File: src/rtl/smi_pkg.sv
`timescale 1ns/1ps
package smi_pkg;
  localparam int REG_W = 8;

  // register 0 bit positions
  localparam int S0_LOWBAT = 0;
  localparam int S0_PPORT  = 1;
  localparam int S0_UART2  = 2;
  localparam int S0_UART1  = 3;
  localparam int S0_FLOPPY = 4;
  localparam int S0_WDOG   = 7;

  // register 1 bit positions
  localparam int S1_MOUSE = 0;
  localparam int S1_KBD   = 1;
  localparam int S1_IRRX  = 2;
  localparam int S1_WAKE  = 4;

  localparam logic [REG_W-1:0] S0_LIVE = 8'h9F;
  localparam logic [REG_W-1:0] S1_LIVE = 8'h17;

  typedef enum logic { SEL_STAT0 = 1'b0, SEL_STAT1 = 1'b1 } smi_sel_e;

  typedef struct packed {
    logic main_por;
    logic stby_por;
    logic bus_rst;
    logic soft_rst;
  } smi_rst_s;
endpackage

File: src/rtl/smi_edge_sync.sv
`timescale 1ns/1ps
module smi_edge_sync #(
  parameter int STAGES = 2
) (
  input  logic clk_i,
  input  logic rst_ni,
  input  logic pin_i,
  output logic edge_o
);
  localparam int CHAIN = STAGES + 1;

  logic [CHAIN-1:0] chain_q;

  genvar g;
  generate
    for (g = 0; g < CHAIN; g++) begin : g_stage
      if (g == 0) begin : g_first
        always_ff @(posedge clk_i or negedge rst_ni) begin
          if (!rst_ni) chain_q[g] <= 1'b0;
          else         chain_q[g] <= pin_i;
        end
      end else begin : g_next
        always_ff @(posedge clk_i or negedge rst_ni) begin
          if (!rst_ni) chain_q[g] <= 1'b0;
          else         chain_q[g] <= chain_q[g-1];
        end
      end
    end
  endgenerate

  assign edge_o = chain_q[CHAIN-1] ^ chain_q[CHAIN-2];

  initial begin
    assert_depth_ok_R8: assert (STAGES >= 2)
      else $error("synchronizer needs two stages or more");
  end
endmodule

File: src/rtl/smi_stat0.sv
`timescale 1ns/1ps
module smi_stat0
  import smi_pkg::*;
(
  input  logic             clk_i,
  input  logic             rst_ni,
  input  smi_rst_s         rst_evt_i,
  input  logic             lowbat_i,
  input  logic             pp_act_i,
  input  logic             pp_ack_i,
  input  logic             uart1_i,
  input  logic             uart2_i,
  input  logic             floppy_i,
  input  logic             wdog_i,
  input  logic             clr_lowbat_i,
  output logic [REG_W-1:0] stat_o
);
  logic       lowbat_q;
  logic       pport_q;
  logic [3:0] src_q;
  logic       any_rst;
  logic       lowbat_set;

  assign any_rst    = |rst_evt_i;
  assign lowbat_set = rst_evt_i.main_por & lowbat_i;

  // low battery: standby POR loads, main POR sets, write-one clears
  always_ff @(posedge clk_i or negedge rst_ni) begin
    if (!rst_ni)                 lowbat_q <= 1'b0;
    else if (rst_evt_i.stby_por) lowbat_q <= lowbat_i;
    else if (lowbat_set)         lowbat_q <= 1'b1;
    else if (clr_lowbat_i)       lowbat_q <= 1'b0;
  end

  // parallel port: preset by resets or inactive port, else follow ack
  always_ff @(posedge clk_i or negedge rst_ni) begin
    if (!rst_ni)                   pport_q <= 1'b1;
    else if (!pp_act_i || any_rst) pport_q <= 1'b1;
    else                           pport_q <= pp_ack_i;
  end

  always_ff @(posedge clk_i or negedge rst_ni) begin
    if (!rst_ni) src_q <= '0;
    else         src_q <= {wdog_i, floppy_i, uart1_i, uart2_i};
  end

  always_comb begin
    stat_o            = '0;
    stat_o[S0_LOWBAT] = lowbat_q;
    stat_o[S0_PPORT]  = pport_q;
    stat_o[S0_UART2]  = src_q[0];
    stat_o[S0_UART1]  = src_q[1];
    stat_o[S0_FLOPPY] = src_q[2];
    stat_o[S0_WDOG]   = src_q[3];
  end

  assert_lowbat_w1c_R2: assert property (@(posedge clk_i) disable iff (!rst_ni)
    (clr_lowbat_i && !rst_evt_i.stby_por && !lowbat_set) |=> !lowbat_q);
  assert_lowbat_hold_R2: assert property (@(posedge clk_i) disable iff (!rst_ni)
    (lowbat_q && !clr_lowbat_i && !rst_evt_i.stby_por) |=> lowbat_q);
  assert_stby_load_R3: assert property (@(posedge clk_i) disable iff (!rst_ni)
    rst_evt_i.stby_por |=> (lowbat_q == $past(lowbat_i)));
  assert_lowbat_set_wins_R11: assert property (@(posedge clk_i) disable iff (!rst_ni)
    lowbat_set |=> lowbat_q);
  assert_pport_idle_R4: assert property (@(posedge clk_i) disable iff (!rst_ni)
    !pp_act_i |=> pport_q);
  assert_pport_preset_R5: assert property (@(posedge clk_i) disable iff (!rst_ni)
    any_rst |=> pport_q);
endmodule

File: src/rtl/smi_stat1.sv
`timescale 1ns/1ps
module smi_stat1
  import smi_pkg::*;
(
  input  logic             clk_i,
  input  logic             rst_ni,
  input  logic             stby_por_i,
  input  logic             mouse_i,
  input  logic             kbd_i,
  input  logic             ir_edge_i,
  input  logic             rd_clr_i,
  input  logic             wake_evt_i,
  input  logic             clr_wake_i,
  output logic [REG_W-1:0] stat_o
);
  logic       ir_q;
  logic       wake_q;
  logic [1:0] lvl_q;

  // set outranks clear so that no event is lost
  always_ff @(posedge clk_i or negedge rst_ni) begin
    if (!rst_ni)         ir_q <= 1'b0;
    else if (stby_por_i) ir_q <= 1'b0;
    else if (ir_edge_i)  ir_q <= 1'b1;
    else if (rd_clr_i)   ir_q <= 1'b0;
  end

  always_ff @(posedge clk_i or negedge rst_ni) begin
    if (!rst_ni)         wake_q <= 1'b0;
    else if (stby_por_i) wake_q <= 1'b0;
    else if (wake_evt_i) wake_q <= 1'b1;
    else if (clr_wake_i) wake_q <= 1'b0;
  end

  always_ff @(posedge clk_i or negedge rst_ni) begin
    if (!rst_ni) lvl_q <= '0;
    else         lvl_q <= {kbd_i, mouse_i};
  end

  always_comb begin
    stat_o           = '0;
    stat_o[S1_MOUSE] = lvl_q[0];
    stat_o[S1_KBD]   = lvl_q[1];
    stat_o[S1_IRRX]  = ir_q;
    stat_o[S1_WAKE]  = wake_q;
  end

  assert_ir_set_R8: assert property (@(posedge clk_i) disable iff (!rst_ni)
    (ir_edge_i && !stby_por_i) |=> ir_q);
  assert_ir_rdclr_R9: assert property (@(posedge clk_i) disable iff (!rst_ni)
    (rd_clr_i && !ir_edge_i) |=> !ir_q);
  assert_ir_hold_R9: assert property (@(posedge clk_i) disable iff (!rst_ni)
    (ir_q && !rd_clr_i && !stby_por_i) |=> ir_q);
  assert_wake_w1c_R10: assert property (@(posedge clk_i) disable iff (!rst_ni)
    (clr_wake_i && !wake_evt_i) |=> !wake_q);
  assert_wake_set_wins_R11: assert property (@(posedge clk_i) disable iff (!rst_ni)
    (wake_evt_i && !stby_por_i) |=> wake_q);
endmodule

File: src/rtl/smi_status_regs.sv
`timescale 1ns/1ps
module smi_status_regs
  import smi_pkg::*;
#(
  parameter int SYNC_STAGES = 2
) (
  input  logic             clk_i,
  input  logic             rst_ni,
  input  logic             main_por_i,
  input  logic             stby_por_i,
  input  logic             bus_rst_i,
  input  logic             soft_rst_i,
  input  logic             lowbat_i,
  input  logic             pp_act_i,
  input  logic             pp_ack_i,
  input  logic             uart1_irq_i,
  input  logic             uart2_irq_i,
  input  logic             fdc_irq_i,
  input  logic             wdt_evt_i,
  input  logic             mouse_irq_i,
  input  logic             kbd_irq_i,
  input  logic             ir_rx_i,
  input  logic             wake_click_i,
  input  logic             bus_sel_i,
  input  logic             bus_addr_i,
  input  logic             bus_wr_i,
  input  logic             bus_rd_i,
  input  logic [7:0]       bus_wdata_i,
  output logic [7:0]       bus_rdata_o,
  output logic             smi_o
);
  smi_rst_s         rst_evt;
  smi_sel_e         sel;
  logic             rd_cyc, wr_cyc;
  logic             clr_lowbat, clr_wake, rd_clr_ir;
  logic             ir_edge;
  logic [REG_W-1:0] stat0, stat1;
  logic             smi_q;

  assign rst_evt = '{main_por: main_por_i, stby_por: stby_por_i,
                     bus_rst: bus_rst_i, soft_rst: soft_rst_i};
  assign sel     = smi_sel_e'(bus_addr_i);
  assign rd_cyc  = bus_sel_i & bus_rd_i;
  assign wr_cyc  = bus_sel_i & bus_wr_i;

  assign clr_lowbat = wr_cyc & (sel == SEL_STAT0) & bus_wdata_i[S0_LOWBAT];
  assign clr_wake   = wr_cyc & (sel == SEL_STAT1) & bus_wdata_i[S1_WAKE];
  assign rd_clr_ir  = rd_cyc & (sel == SEL_STAT1);

  smi_edge_sync #(.STAGES(SYNC_STAGES)) u_ir_sync (
    .clk_i  (clk_i),
    .rst_ni (rst_ni),
    .pin_i  (ir_rx_i),
    .edge_o (ir_edge)
  );

  smi_stat0 u_stat0 (
    .clk_i        (clk_i),
    .rst_ni       (rst_ni),
    .rst_evt_i    (rst_evt),
    .lowbat_i     (lowbat_i),
    .pp_act_i     (pp_act_i),
    .pp_ack_i     (pp_ack_i),
    .uart1_i      (uart1_irq_i),
    .uart2_i      (uart2_irq_i),
    .floppy_i     (fdc_irq_i),
    .wdog_i       (wdt_evt_i),
    .clr_lowbat_i (clr_lowbat),
    .stat_o       (stat0)
  );

  smi_stat1 u_stat1 (
    .clk_i      (clk_i),
    .rst_ni     (rst_ni),
    .stby_por_i (stby_por_i),
    .mouse_i    (mouse_irq_i),
    .kbd_i      (kbd_irq_i),
    .ir_edge_i  (ir_edge),
    .rd_clr_i   (rd_clr_ir),
    .wake_evt_i (wake_click_i),
    .clr_wake_i (clr_wake),
    .stat_o     (stat1)
  );

  always_comb begin
    bus_rdata_o = '0;
    if (rd_cyc) bus_rdata_o = (sel == SEL_STAT1) ? stat1 : stat0;
  end

  always_ff @(posedge clk_i or negedge rst_ni) begin
    if (!rst_ni) smi_q <= 1'b1;
    else         smi_q <= |{stat0 & S0_LIVE, stat1 & S1_LIVE};
  end
  assign smi_o = smi_q;

  always_comb begin
    if (rst_ni) begin
      assert_reserved_zero_R7: assert ((stat0 & ~S0_LIVE) == '0 && (stat1 & ~S1_LIVE) == '0)
        else $error("reserved status bit set");
    end
  end

  assert_smi_rise_R12: assert property (@(posedge clk_i) disable iff (!rst_ni)
    (|{stat0, stat1}) |=> smi_o);
  assert_smi_fall_R12: assert property (@(posedge clk_i) disable iff (!rst_ni)
    !(|{stat0, stat1}) |=> !smi_o);
  assert_read_stable_R13: assert property (@(posedge clk_i) disable iff (!rst_ni)
    (!rd_cyc) |-> (bus_rdata_o == '0));
endmodule

File: config.mk
export PLATFORM = sky130hd
export DESIGN_NAME = smi_status_regs
export DESIGN_NICKNAME = d
export VERILOG_FILES = /design/src/rtl/smi_pkg.sv /design/src/rtl/smi_edge_sync.sv /design/src/rtl/smi_stat0.sv /design/src/rtl/smi_stat1.sv /design/src/rtl/smi_status_regs.sv
export SDC_FILE = /design/constraint.sdc
export NUM_CORES = 1
export LEC_CHECK = 0
export BUFFER_PORTS_ARGS = -buffer_cell sky130_fd_sc_hd__buf_4
export CAP_MARGIN = 20
export CELL_PAD_IN_SITES_DETAIL_PLACEMENT = 0
export CELL_PAD_IN_SITES_GLOBAL_PLACEMENT = 1
export CORE_MARGIN = 4
export CORE_UTILIZATION = 28
export CTS_CLUSTER_DIAMETER = 100
export DETAILED_ROUTE_END_ITERATION = 10
export PLACE_DENSITY = 0.72
export SYNTH_ARGS = -nofsm -noshare
export SYNTH_HDL_FRONTEND = slang
export SYNTH_SLANG_ARGS = --single-unit
File: constraint.sdc
create_clock -name clk_i -period 1.15 [get_ports clk_i]
set_input_delay 0.23 -clock clk_i [delete_from_list [all_inputs] [get_ports clk_i]]
set_output_delay 0.23 -clock clk_i [all_outputs]
set_load 0.005 [all_outputs]
# ---- Word level (Yosys, flattened, before mapping)
# Index checks and enable logic that the tools add are counted.
dict set report op_classes {
  muxes 12
  bitwise 10
  n_reduce_logical 7
}
# op count
set op_table {}
lappend op_table {{$mux 8} 2}
lappend op_table {{$mux 1} 10}
lappend op_table {{$reduce_or 10->1} 1}
lappend op_table {{$reduce_bool 3->1} 3}
lappend op_table {{$and 1x1->1} 8}
lappend op_table {{$reduce_or 4->1} 1}
lappend op_table {{$logic_not 1->1} 1}
lappend op_table {{$logic_or 1x1->1} 1}
lappend op_table {{$not 1->1} 1}
lappend op_table {{$xor 1x1->1} 1}
dict set report totals {
  ff_bits 14
  inputBits 29
  output_inout_bits 9
  word_cells 39
}

# ---- Logic depth before layout (Yosys ltp)
# Gate-level depths: netlist (run 1).
dict set report logic_depth {
  word_depth 6
  depth_mapped 3
  mapped_depth_nobuf 2
}

# ---- Hierarchy
# A second synthesis (run 1) with hierarchy kept.
dict set report unflattened {
  hier_cells 64
  area_unflattened_um2 688.2
}
# module n_inst cells_per_inst area_per_inst_um2 seq_area_each_um2
set modules_own_cells {}
lappend modules_own_cells {smi_stat0 1 17 224.0 151.4}
lappend modules_own_cells {smi_status_regs 1 26 201.4 26.3}
lappend modules_own_cells {smi_stat1 1 17 178.9 100.1}
lappend modules_own_cells {smi_edge_sync 1 4 83.8 75.1}

# ---- Least setup slack after synthesis (run 1)
# Ideal clock, no wire load.
dict set report synth_path {
  path_type {reg2out}
  startpoint {register u_stat0.pport_q}
  endpoint {output bus_rdata_o[1]}
  arrival_ps 663
  setup_slack_ps 257
  stages_incl_launch_ff 3
  n_path_buf 0
  cell_sequence {dfstp_2 -> mux2i_1 -> nor2_1}
}
dict set report synth_between {
  elab_chain_len 2
}
# item line
set synth_rtl {}
lappend synth_rtl {{from (decl)} smi_stat0.sv:19} ;# logic pport_q;
lappend synth_rtl {{from (signal assigned)} smi_stat0.sv:39} ;# else pport_q <= pp_ack_i;
lappend synth_rtl {{$mux 8 (2 in series)} smi_status_regs.sv:87} ;# if (rd_cyc) bus_rdata_o = (sel == SEL_STAT1) ? stat1 : stat0;
lappend synth_rtl {{to (decl)} smi_status_regs.sv:29} ;# output logic [7:0] bus_rdata_o,
# No other way between the ends.

# ---- Worst setup path in the final report (run 1)
# Same ends and word-level chain as after synthesis.

==> impl_metrics.ini, run 1 <==
[outcome]
outcome = complete, but fails checks
violations = setup timing

[clock_tree]
clk_latency_ns = 0.27
clockRootBuffer = clkbuf_4
cts_buffers = 3
htreeDepth = 1
clk_pin_slew_ns = 0.08
cts_buffer_depth = 2
cts_resized = 0
cts_tree = done
clock-sinks = 14

[critical_path]
timing.rr.end = smi_o$_DFF_PN1_
cp_slowest_cell = dfstp_2
cp.arrival_ns = 1.07
r2r_cells = 4
crit_path_end_kind = output pin
r2r_start = u_stat0.lowbat_q$_DFFE_PN0P_
critPathBufInv = 1
worstPathRequired_ns = 0.92
cp-start-kind = register
path_cells = mux2i_1 -> nor2_1 -> buf_4
crit_family = flip-flops
regToRegSetupSlack_ns = 0.03
max_stage_delay_ns = 0.54
critical_path_class = reg -> out
crit_fanout = 2

[timing]
fmax_mhz = 768
slew_violations = 0
rsz0062_at_grt = yes
final-setup-viol-count = 6
fin_skew_ns = 0.00237
setup_slack_ns = -0.153
fin_crit_sh_pct = 113
finalHoldViolCount = 0
fin_crit_ns = 1.30

[global_routing]
grt_pass1_vias = 402
gr-usage-all-layers_pct = 9.26
grt_start_max_net_pins = 15
overflow = 0
antenna_found_initial = 0
grt_pass1_wl_mm = 1.79

[logic_synthesis]
synth_edf_count = 0
ys.flop_type = dfrtp_1
synth.area.top_cells = dfrtp_1 52%, dfstp_2 9.1%, mux2i_1 6.9%
netlist.area_leader.share_pct = 52.1
ys_seq_elements = 14
yosys-top-cells-count = 12 x dfrtp_1, 7 x nor2_1, 4 x mux2i_1
synth_cell_type_count = 20
yosysMostFrequentCell = dfrtp_1
synthCells = 47
yosysWarnings = 0
syn_avg_cell_area_um2 = 12.3
synth_top_cell_by_area = dfrtp_1
yosysSeqAreaShare_pct = 61.2
async_reset_ff_share_pct = 100
syn-cell-area_um2 = 577

[final_layout]
fin_util_pct = 45.0
nNetsFinal = 113
synthToLayoutAreaGrowth_pct = 52.9
layout-drive-gt1-share_pct = 50.6
n_antenna_cell = 0
fill_cells = 202

[power_and_ir_drop]
power_density_mw_per_mm2 = 1170
pwr-share-seq_pct = 51.5
p_int_w = 0.000812
peakVddDrop_mv = 0.807
leakage_nw = 0.428
combPwrFrac_pct = 15.4
p_sw_w = 0.000224
switching_share_pct = 21.6
clkPwrFrac_pct = 33.1
power_w = 0.00104

[min_path]
hold_depth = 1
hp-start = fdc_irq_i
min_to = u_stat0.src_q[2]$_DFF_PN0_
hp-class = in -> reg

[die]
die_x_um = 53.4
fp.dieArea_mm2 = 0.00285
ioPinCount = 38
core_mm2 = 0.00196
start_util_pct = 29.4
die_y_um = 53.4
num_rows = 16

[drt]
drc = 0
viasPerCell = 4.12
first_pass_iters = 1
drt_iter0_markers = 0
via_count = 453
wl_per_cell_um = 11.4
routed_wl_mm = 1.26
antenna_left = 0

[place]
place.gp.congestion = 0.723
post-place-ws_ns = 0.0557
hpwl_um = 947
numPortBuffers = 29

[flow_run]
drv_cap = 0
[worst reg2reg max path, cell delays in order, from the launching register on]
cell and delay, ns:
dfrtp_1 0.41, buf_4 0.14, buf_4 0.13, nor4_1 0.26
nand3_1 0.10
[registers in the layout (all words and copies together), names as in the netlist]
name,flops
u_stat0.src_q,4
u_ir_sync.chain_q,3
u_stat1.lvl_q,2
smi_o,1
u_stat0.lowbat_q,1
u_stat0.pport_q,1
u_stat1.ir_q,1
u_stat1.wake_q,1
[cell families (layout without fill, tap and decap cells)]
kind of cell / count (synthesis) / in the layout / share of synthesized area (%)
buffers and inverters: 3 / 38 / 4.55
other: 1 / 2 / 0.650
AOI/OAI and AO/OA: 4 / 4 / 4.99
xor gates and xnor gates: 1 / 1 / 1.52
muxes: 4 / 4 / 6.94
and+or+nand+nor: 20 / 20 / 20.2
DFF: 14 / 14 / 61.2
[routing by layer]
metal / up-vias / wire length (um) / global-route usage (%)
met3: 0 / 119 / 5.35
met2: 19 / 570 / 13.5
li1: 232 / - / -
met1: 202 / 569 / 11.5
met4: 0 / 0 / 2.55
met5: - / 0 / 0
[layout make-up]
| type | instances | area [um^2] | share of cell area (%) |
|---|---|---|---|
| multi-input combinational | 31 | 201 | 22.8 |
| sequential | 14 | 353 | 40.0 |
| clock buffer | 4 | 36.3 | 4.11 |
| tap | 27 | 33.8 | 3.83 |
| timing repair buffer | 34 | 258 | 29.2 |
[stage by stage]
| step | setup TNS [ns] | hold slack [ns] | std cells | area [um^2] |
|---|---|---|---|---|
| after floorplan | 0 | -0.0656 | 48 | 581 |
| after global placement | 0 | 0.0847 | 101 | 806 |
| after detailed placement | 0 | 0.0860 | 101 | 806 |
| after CTS | -0.558 | 0.0497 | 109 | 875 |
| after global routing | -0.878 | 0.0446 | 110 | 882 |
| final | -0.452 | 0.0582 | 110 | 882 |
[power by group through the flow]
stage	logic [W]	clock network, W	registers [W]
after global placement	0.000134	0	0.000545
final	0.000159	0.000343	0.000534
after global routing	0.000177	0.000372	0.000537
after floorplan	0.0000543	0	0.000541
after CTS	0.000158	0.000352	0.000533
after detailed placement	0.000136	0	0.000546
[layout by cell type (no fill, tap or decap), types with 2 or more instances in the layout]
cell type and n:
clkbuf_4 3, nor2_1 7, nand2_1 2, buf_4 33, nor4_1 2, nand2b_1 2, dfrtp_1 12, o21ai_0 2
dfstp_2 2, conb_1 2, nor3b_1 2, mux2i_1 4
[how the worst max path moves through the flow]
stage                                   start        endpoint  slack [ns]  cells past startpoint
global placement                    bus_sel_i  bus_rdata_o[3]        0.08                      4
CTS                 u_stat0.pport_q$_DFF_PN1_  bus_rdata_o[1]       -0.17                      3
global route        u_stat0.pport_q$_DFF_PN1_  bus_rdata_o[1]       -0.22                      3
finish              u_stat0.pport_q$_DFF_PN1_  bus_rdata_o[1]       -0.15                      3
detailed placement                  bus_sel_i  bus_rdata_o[7]        0.06                      4
floorplan           u_stat0.pport_q$_DFF_PN1_  bus_rdata_o[1]        0.26                      2
[timing repair]
action,CTS,global route
cloned,0,0
pin swaps,3,1
hold buffers,1,0
buffers inserted,3,1
endpoints found under the hold margin,12,0
endpoints found under the setup margin,6,6
No activity file was read; power rests on OpenSTA's default activity.
==> inputs of run 2 (changes only) <==
- ABC_AREA: unset -> 1
- CORE_MARGIN: 4 -> 3
- CORE_UTILIZATION: 28 -> 27
- PLACE_DENSITY: 0.72 -> 0.73
==> impl_metrics.ini, run 2 <==
[outcome]
outcome = complete, but fails checks
violations = setup timing

[die]
start_util_pct = 29.7
die_y_um = 53.4
fp.dieArea_mm2 = 0.00285
ioPinCount = 38
core_mm2 = 0.00204
die_x_um = 53.4
num_rows = 16

[drt]
drt_iter0_markers = 4
viasPerCell = 4.22
wl_per_cell_um = 10.0
antenna_left = 0
via_count = 583
routed_wl_mm = 1.38
first_pass_iters = 4
drc = 0

[clock_tree]
clk_latency_ns = 0.27
cts_buffer_depth = 2
clk_pin_slew_ns = 0.09
cts_tree = done
clockRootBuffer = clkbuf_4
clock-sinks = 14
htreeDepth = 1
cts_buffers = 3

[final_layout]
layout_commonest_cell = buf_4
reg.largest.list = u_stat0.src_q (4), u_ir_sync.chain_q (3), u_stat1.lvl_q (2)
multi_input_area_um2 = 211
nNetsFinal = 141
n_antenna_cell = 0
largest_reg_flops = 4
final_cell_mix = 34 x buf_4, 17 x nand2_1, 12 x dfrtp_1
synthToLayoutAreaGrowth_pct = 57.7
layout-drive-gt1-share_pct = 45.9
stdcell_area_um2 = 957
top_register = u_stat0.src_q
layout.area.seq_um2 = 353
fill_cells = 214

[timing]
slew_violations = 0
fin_tns_setup_ns = -0.216
rsz0062_at_grt = yes
final-setup-viol-count = 3
fin_skew_ns = 0.00363
fmax_mhz = 745
fin_crit_ns = 1.34
setup_slack_ns = -0.193
holdWs_ns = 0.0544
fin_crit_sh_pct = 117
finalHoldViolCount = 0

[global_routing]
overflow = 0
gr-usage-all-layers_pct = 11.1
grt_pass1_vias = 539
grt_start_max_net_pins = 15
antenna_found_initial = 0
grt_pass1_wl_mm = 2.19

[place]
dpl-instance-area_um2 = 855
numPortBuffers = 29
place.gp.congestion = 0.696
hpwl_mm = 1.07
post-place-ws_ns = 0.0726

[logic_synthesis]
netlist.area_leader.share_pct = 49.5
ys_seq_elements = 14
yosysSeqAreaShare_pct = 58.1
synth_top_cell_by_area = dfrtp_1
yosysMostFrequentCell = nand2_1
synthCells = 72
syn_avg_cell_area_um2 = 8.43
synth.area.top_cells = dfrtp_1 49%, nand2_1 12%, dfstp_2 8.7%
synth_edf_count = 0
syn-cell-area_um2 = 607
ys.flop_type = dfrtp_1
yosys-top-cells-count = 19 x nand2_1, 12 x dfrtp_1, 10 x inv_1
yosysWarnings = 0
async_reset_ff_share_pct = 100
synth_cell_type_count = 18

[power_and_ir_drop]
leakage_nw = 0.515
peakVddDrop_mv = 0.662
power_density_mw_per_mm2 = 1100

[critical_path]
cp.arrival_ns = 1.11
crit_path_end_kind = output pin
crit_fanout = 2
worstPathRequired_ns = 0.92
cp-start-kind = register
critical_path_class = reg -> out

[min_path]
hp-class = in -> reg

[flow_run]
drv_cap = 0
-- run 2: layer usage --
| metal | vias up | part of all wire (%) | global-route usage (%) |
|---|---|---|---|
| met2 | 26 | 47 | 16.3 |
| met4 | 0 | 0.94 | 5.11 |
| met1 | 259 | 41 | 13.5 |
| li1 | 296 | - | - |
| met3 | 2 | 11 | 5.35 |
| met5 | - | 0 | 0 |
-- run 2: timing repair --
action,CTS,global route
pin swaps,6,3
setup buffers,2,3
endpoints found under the setup margin,5,7
gates resized for setup,1,6
hold buffers,1,0
endpoints found under the hold margin,12,0
-- run 2: where the power goes --
group | internal, W | switching [W] | leakage [nW] | total, W
clock | 0.000192 | 0.000161 | 0.0210 | 0.000353
sequential | 0.000518 | 0.0000120 | 0.162 | 0.000530
combinational | 0.0000982 | 0.0000749 | 0.331 | 0.000173
-- run 2: worst max-delay path: stages, from the launching register on --
cell,delay [ns]
dfstp_2,0.55
nand2_2,0.05
a21oi_2,0.12
buf_4,0.12
-- run 2: cells by family (layout without fill, tap and decap cells) --
group,after synthesis,count (layout),synth area share [%]
AND/OR/NAND/NOR,36,36,24.7
buffers and inverters,14,52,10.1
flip-flops,14,14,58.1
AO/OA/AOI/OAI,7,7,6.39
other,1,2,0.618
-- run 2: final timing paths --
check / slack, ns / depth (start not counted) / from / to
max: -0.19 / 3 / u_stat0.pport_q$_DFF_PN1_ / bus_rdata_o[1]
max in group asynchronous: 0.58 / 2 / rst_ni / smi_o$_DFF_PN1_
min reg2reg: 0.35 / 0 / u_ir_sync.chain_q[0]$_DFF_PN0_ / u_ir_sync.chain_q[1]$_DFF_PN0_
min in group asynchronous: 0.33 / 2 / rst_ni / u_ir_sync.chain_q[0]$_DFF_PN0_
max reg2reg: 0.07 / 5 / u_stat1.ir_q$_DFFE_PN0P_ / smi_o$_DFF_PN1_
min: 0.05 / 1 / ir_rx_i / u_ir_sync.chain_q[0]$_DFF_PN0_
-- run 2: per-stage QoR --
stage          util [%]  instances  total power (W)
6_report           46.9        138          0.00106
2_1_floorplan         -         73         0.000591
4_1_cts            45.0        135          0.00105
3_5_place_dp       41.9        128         0.000687
3_3_place_gp       41.9        128         0.000684
5_1_grt            46.9        138          0.00111
-- run 2: final cells by class --
class	count	share of cell area, %
sequential	14	36.9
timing repair buffer	36	28.9
multi-input combinational	45	22.1
inverter	12	4.84
clock buffer	4	3.79
tap	27	3.53
==> inputs of run 3 (changes only) <==
- ABC_AREA: 1 -> unset
- CORE_UTILIZATION: 27 -> 28
- PLACE_DENSITY: 0.73 -> 0.72
- clock period: 1.15 -> 1.3 ns (I/O delays scaled with it)
==> impl_metrics.ini, run 3 (synthesis gave the netlist of run 1 again) <==
[critical_path]
crit_fanout = 2
crit_path_end_kind = output pin
critPathBufInv = 1
cp-start-kind = register
regToRegSetupSlack_ns = 0.41
cp_slowest_cell = dfstp_2
timing.rr.end = smi_o$_DFF_PN1_
crit_family = flip-flops
r2r_cells = 2
worstPathRequired_ns = 1.04
cp.arrival_ns = 1.10
max_stage_delay_ns = 0.54
cp.depth = 3
critical_path_class = reg -> out
endpoint = bus_rdata_o[1]
crit_start = u_stat0.pport_q$_DFF_PN1_
path_cells = mux2i_1 -> nor2_1 -> buf_4
r2r_start = u_stat0.lowbat_q$_DFFE_PN0P_

[place]
hpwl_um = 975
numPortBuffers = 29
place.gp.congestion = 0.669
post-place-ws_ns = 0.155
dp.cells = 99

[outcome]
violations = setup timing
outcome = complete, but fails checks

[clock_tree]
cts_buffer_depth = 2
clk_latency_ns = 0.28
clock-sinks = 14
htreeDepth = 1
cts_buffers = 3
cts_tree = done
clockRootBuffer = clkbuf_4
clk_pin_slew_ns = 0.09

[timing]
fin_crit_ns = 1.36
fin_skew_ns = 0.00921
slew_violations = 0
holdWs_ns = 0.0795
fin_crit_sh_pct = 104
rsz0062_at_grt = yes
fmax_mhz = 737
final-setup-viol-count = 1
finalHoldViolCount = 0
setup_slack_ns = -0.0573
fin_tns_setup_ns = -0.0573

[flow_run]
drv_cap = 0

[final_layout]
final_cell_mix = 30 x buf_4, 12 x dfrtp_1, 7 x nor2_1
fill_cells = 191
layout.area.seq_um2 = 353
finalNonFillerCells = 105
top_register = u_stat0.src_q
largest_reg_flops = 4
layout_commonest_cell = buf_4
reg.largest.list = u_stat0.src_q (4), u_ir_sync.chain_q (3), u_stat1.lvl_q (2)
synthToLayoutAreaGrowth_pct = 48.6
nNetsFinal = 110
layout-drive-gt1-share_pct = 48.8
multi_input_area_um2 = 201
n_antenna_cell = 0

[global_routing]
overflow = 0
grt_start_max_net_pins = 15
grt_pass1_wl_mm = 1.95
gr-usage-all-layers_pct = 10.2
antenna_found_initial = 0
grt_pass1_vias = 453

[drt]
routed_wl_mm = 1.21
wl_per_cell_um = 11.5
drt_iter0_markers = 4
via_count = 459
drc = 0
viasPerCell = 4.37
first_pass_iters = 4
antenna_left = 0

[power_and_ir_drop]
power_density_mw_per_mm2 = 1060
peakVddDrop_mv = 0.689
leakage_nw = 0.413

[die]
num_rows = 15
die_x_um = 51.4
die_y_um = 51.4
start_util_pct = 31.4
core_mm2 = 0.00184
ioPinCount = 38
fp.dieArea_mm2 = 0.00264

[min_path]
hp-class = in -> reg
==> run 3: cell types whose count changed in the layout (fill, tap and decap cells not counted), sizes merged, moves of 3 or more <==
cell | before | now
nand3 | 5 | 1
inv | 11 | 0
a21oi | 3 | 0
mux2i | 0 | 4
nand2 | 20 | 2
buf | 35 | 30
==> run 3: how the worst min path moves through the flow <==
stage | start | endpoint | cells past startpoint
2_1_floorplan | rst_ni | u_ir_sync.chain_q[0]$_DFF_PN0_ | 0
3_3_place_gp | rst_ni | u_stat0.src_q[2]$_DFF_PN0_ | 1
3_5_place_dp | rst_ni | u_stat0.src_q[2]$_DFF_PN0_ | 1
4_1_cts | uart1_irq_i | u_stat0.src_q[1]$_DFF_PN0_ | 1
5_1_grt | uart1_irq_i | u_stat0.src_q[1]$_DFF_PN0_ | 1
6_report | mouse_irq_i | u_stat1.lvl_q[0]$_DFF_PN0_ | 1
==> run 3: through the flow <==
stage	util, %	power [W]	cell area [um^2]
3_5_place_dp	43.7	0.000603	803
3_3_place_gp	43.7	0.000601	803
5_1_grt	46.6	0.000949	857
4_1_cts	46.2	0.000915	850
2_1_floorplan	-	0.000526	581
6_report	46.6	0.000907	857
==> run 3: power by group <==
group	internal (W)	switching (W)	total, W
combinational	0.0000793	0.0000466	0.000126
clock	0.000170	0.000137	0.000307
sequential	0.000459	0.0000145	0.000474
==> run 3: layout make-up <==
class,instances,area share (%)
tap,25,3.65
clock buffer,4,4.23
multi-input combinational,31,23.5
sequential,14,41.2
timing repair buffer,31,27.4
==> run 3: metal layers <==
metal | vias up | share of wire (%) | GRT usage (%)
li1 | 226 | - | -
met1 | 210 | 43 | 12.2
met2 | 21 | 46 | 15.7
met3 | 2 | 9.9 | 4.96
met4 | 0 | 0.91 | 3.93
met5 | - | 0 | 0
==> run 3: worst register-to-register path: cells and delay by family (launching register included) <==
| family | cells | cell delay (ns) |
|---|---|---|
| flops | 1 | 0.41 |
| simple gates | 2 | 0.40 |
==> run 3: timing repair <==
| item | CTS | global route |
|---|---|---|
| endpoints found under the hold margin | 12 | 0 |
| buffers inserted | 0 | 1 |
| setup endpoints to repair | 1 | 5 |
| hold buffers | 1 | 0 |
| pin swaps | 0 | 3 |
| gates resized for setup | 0 | 0 |
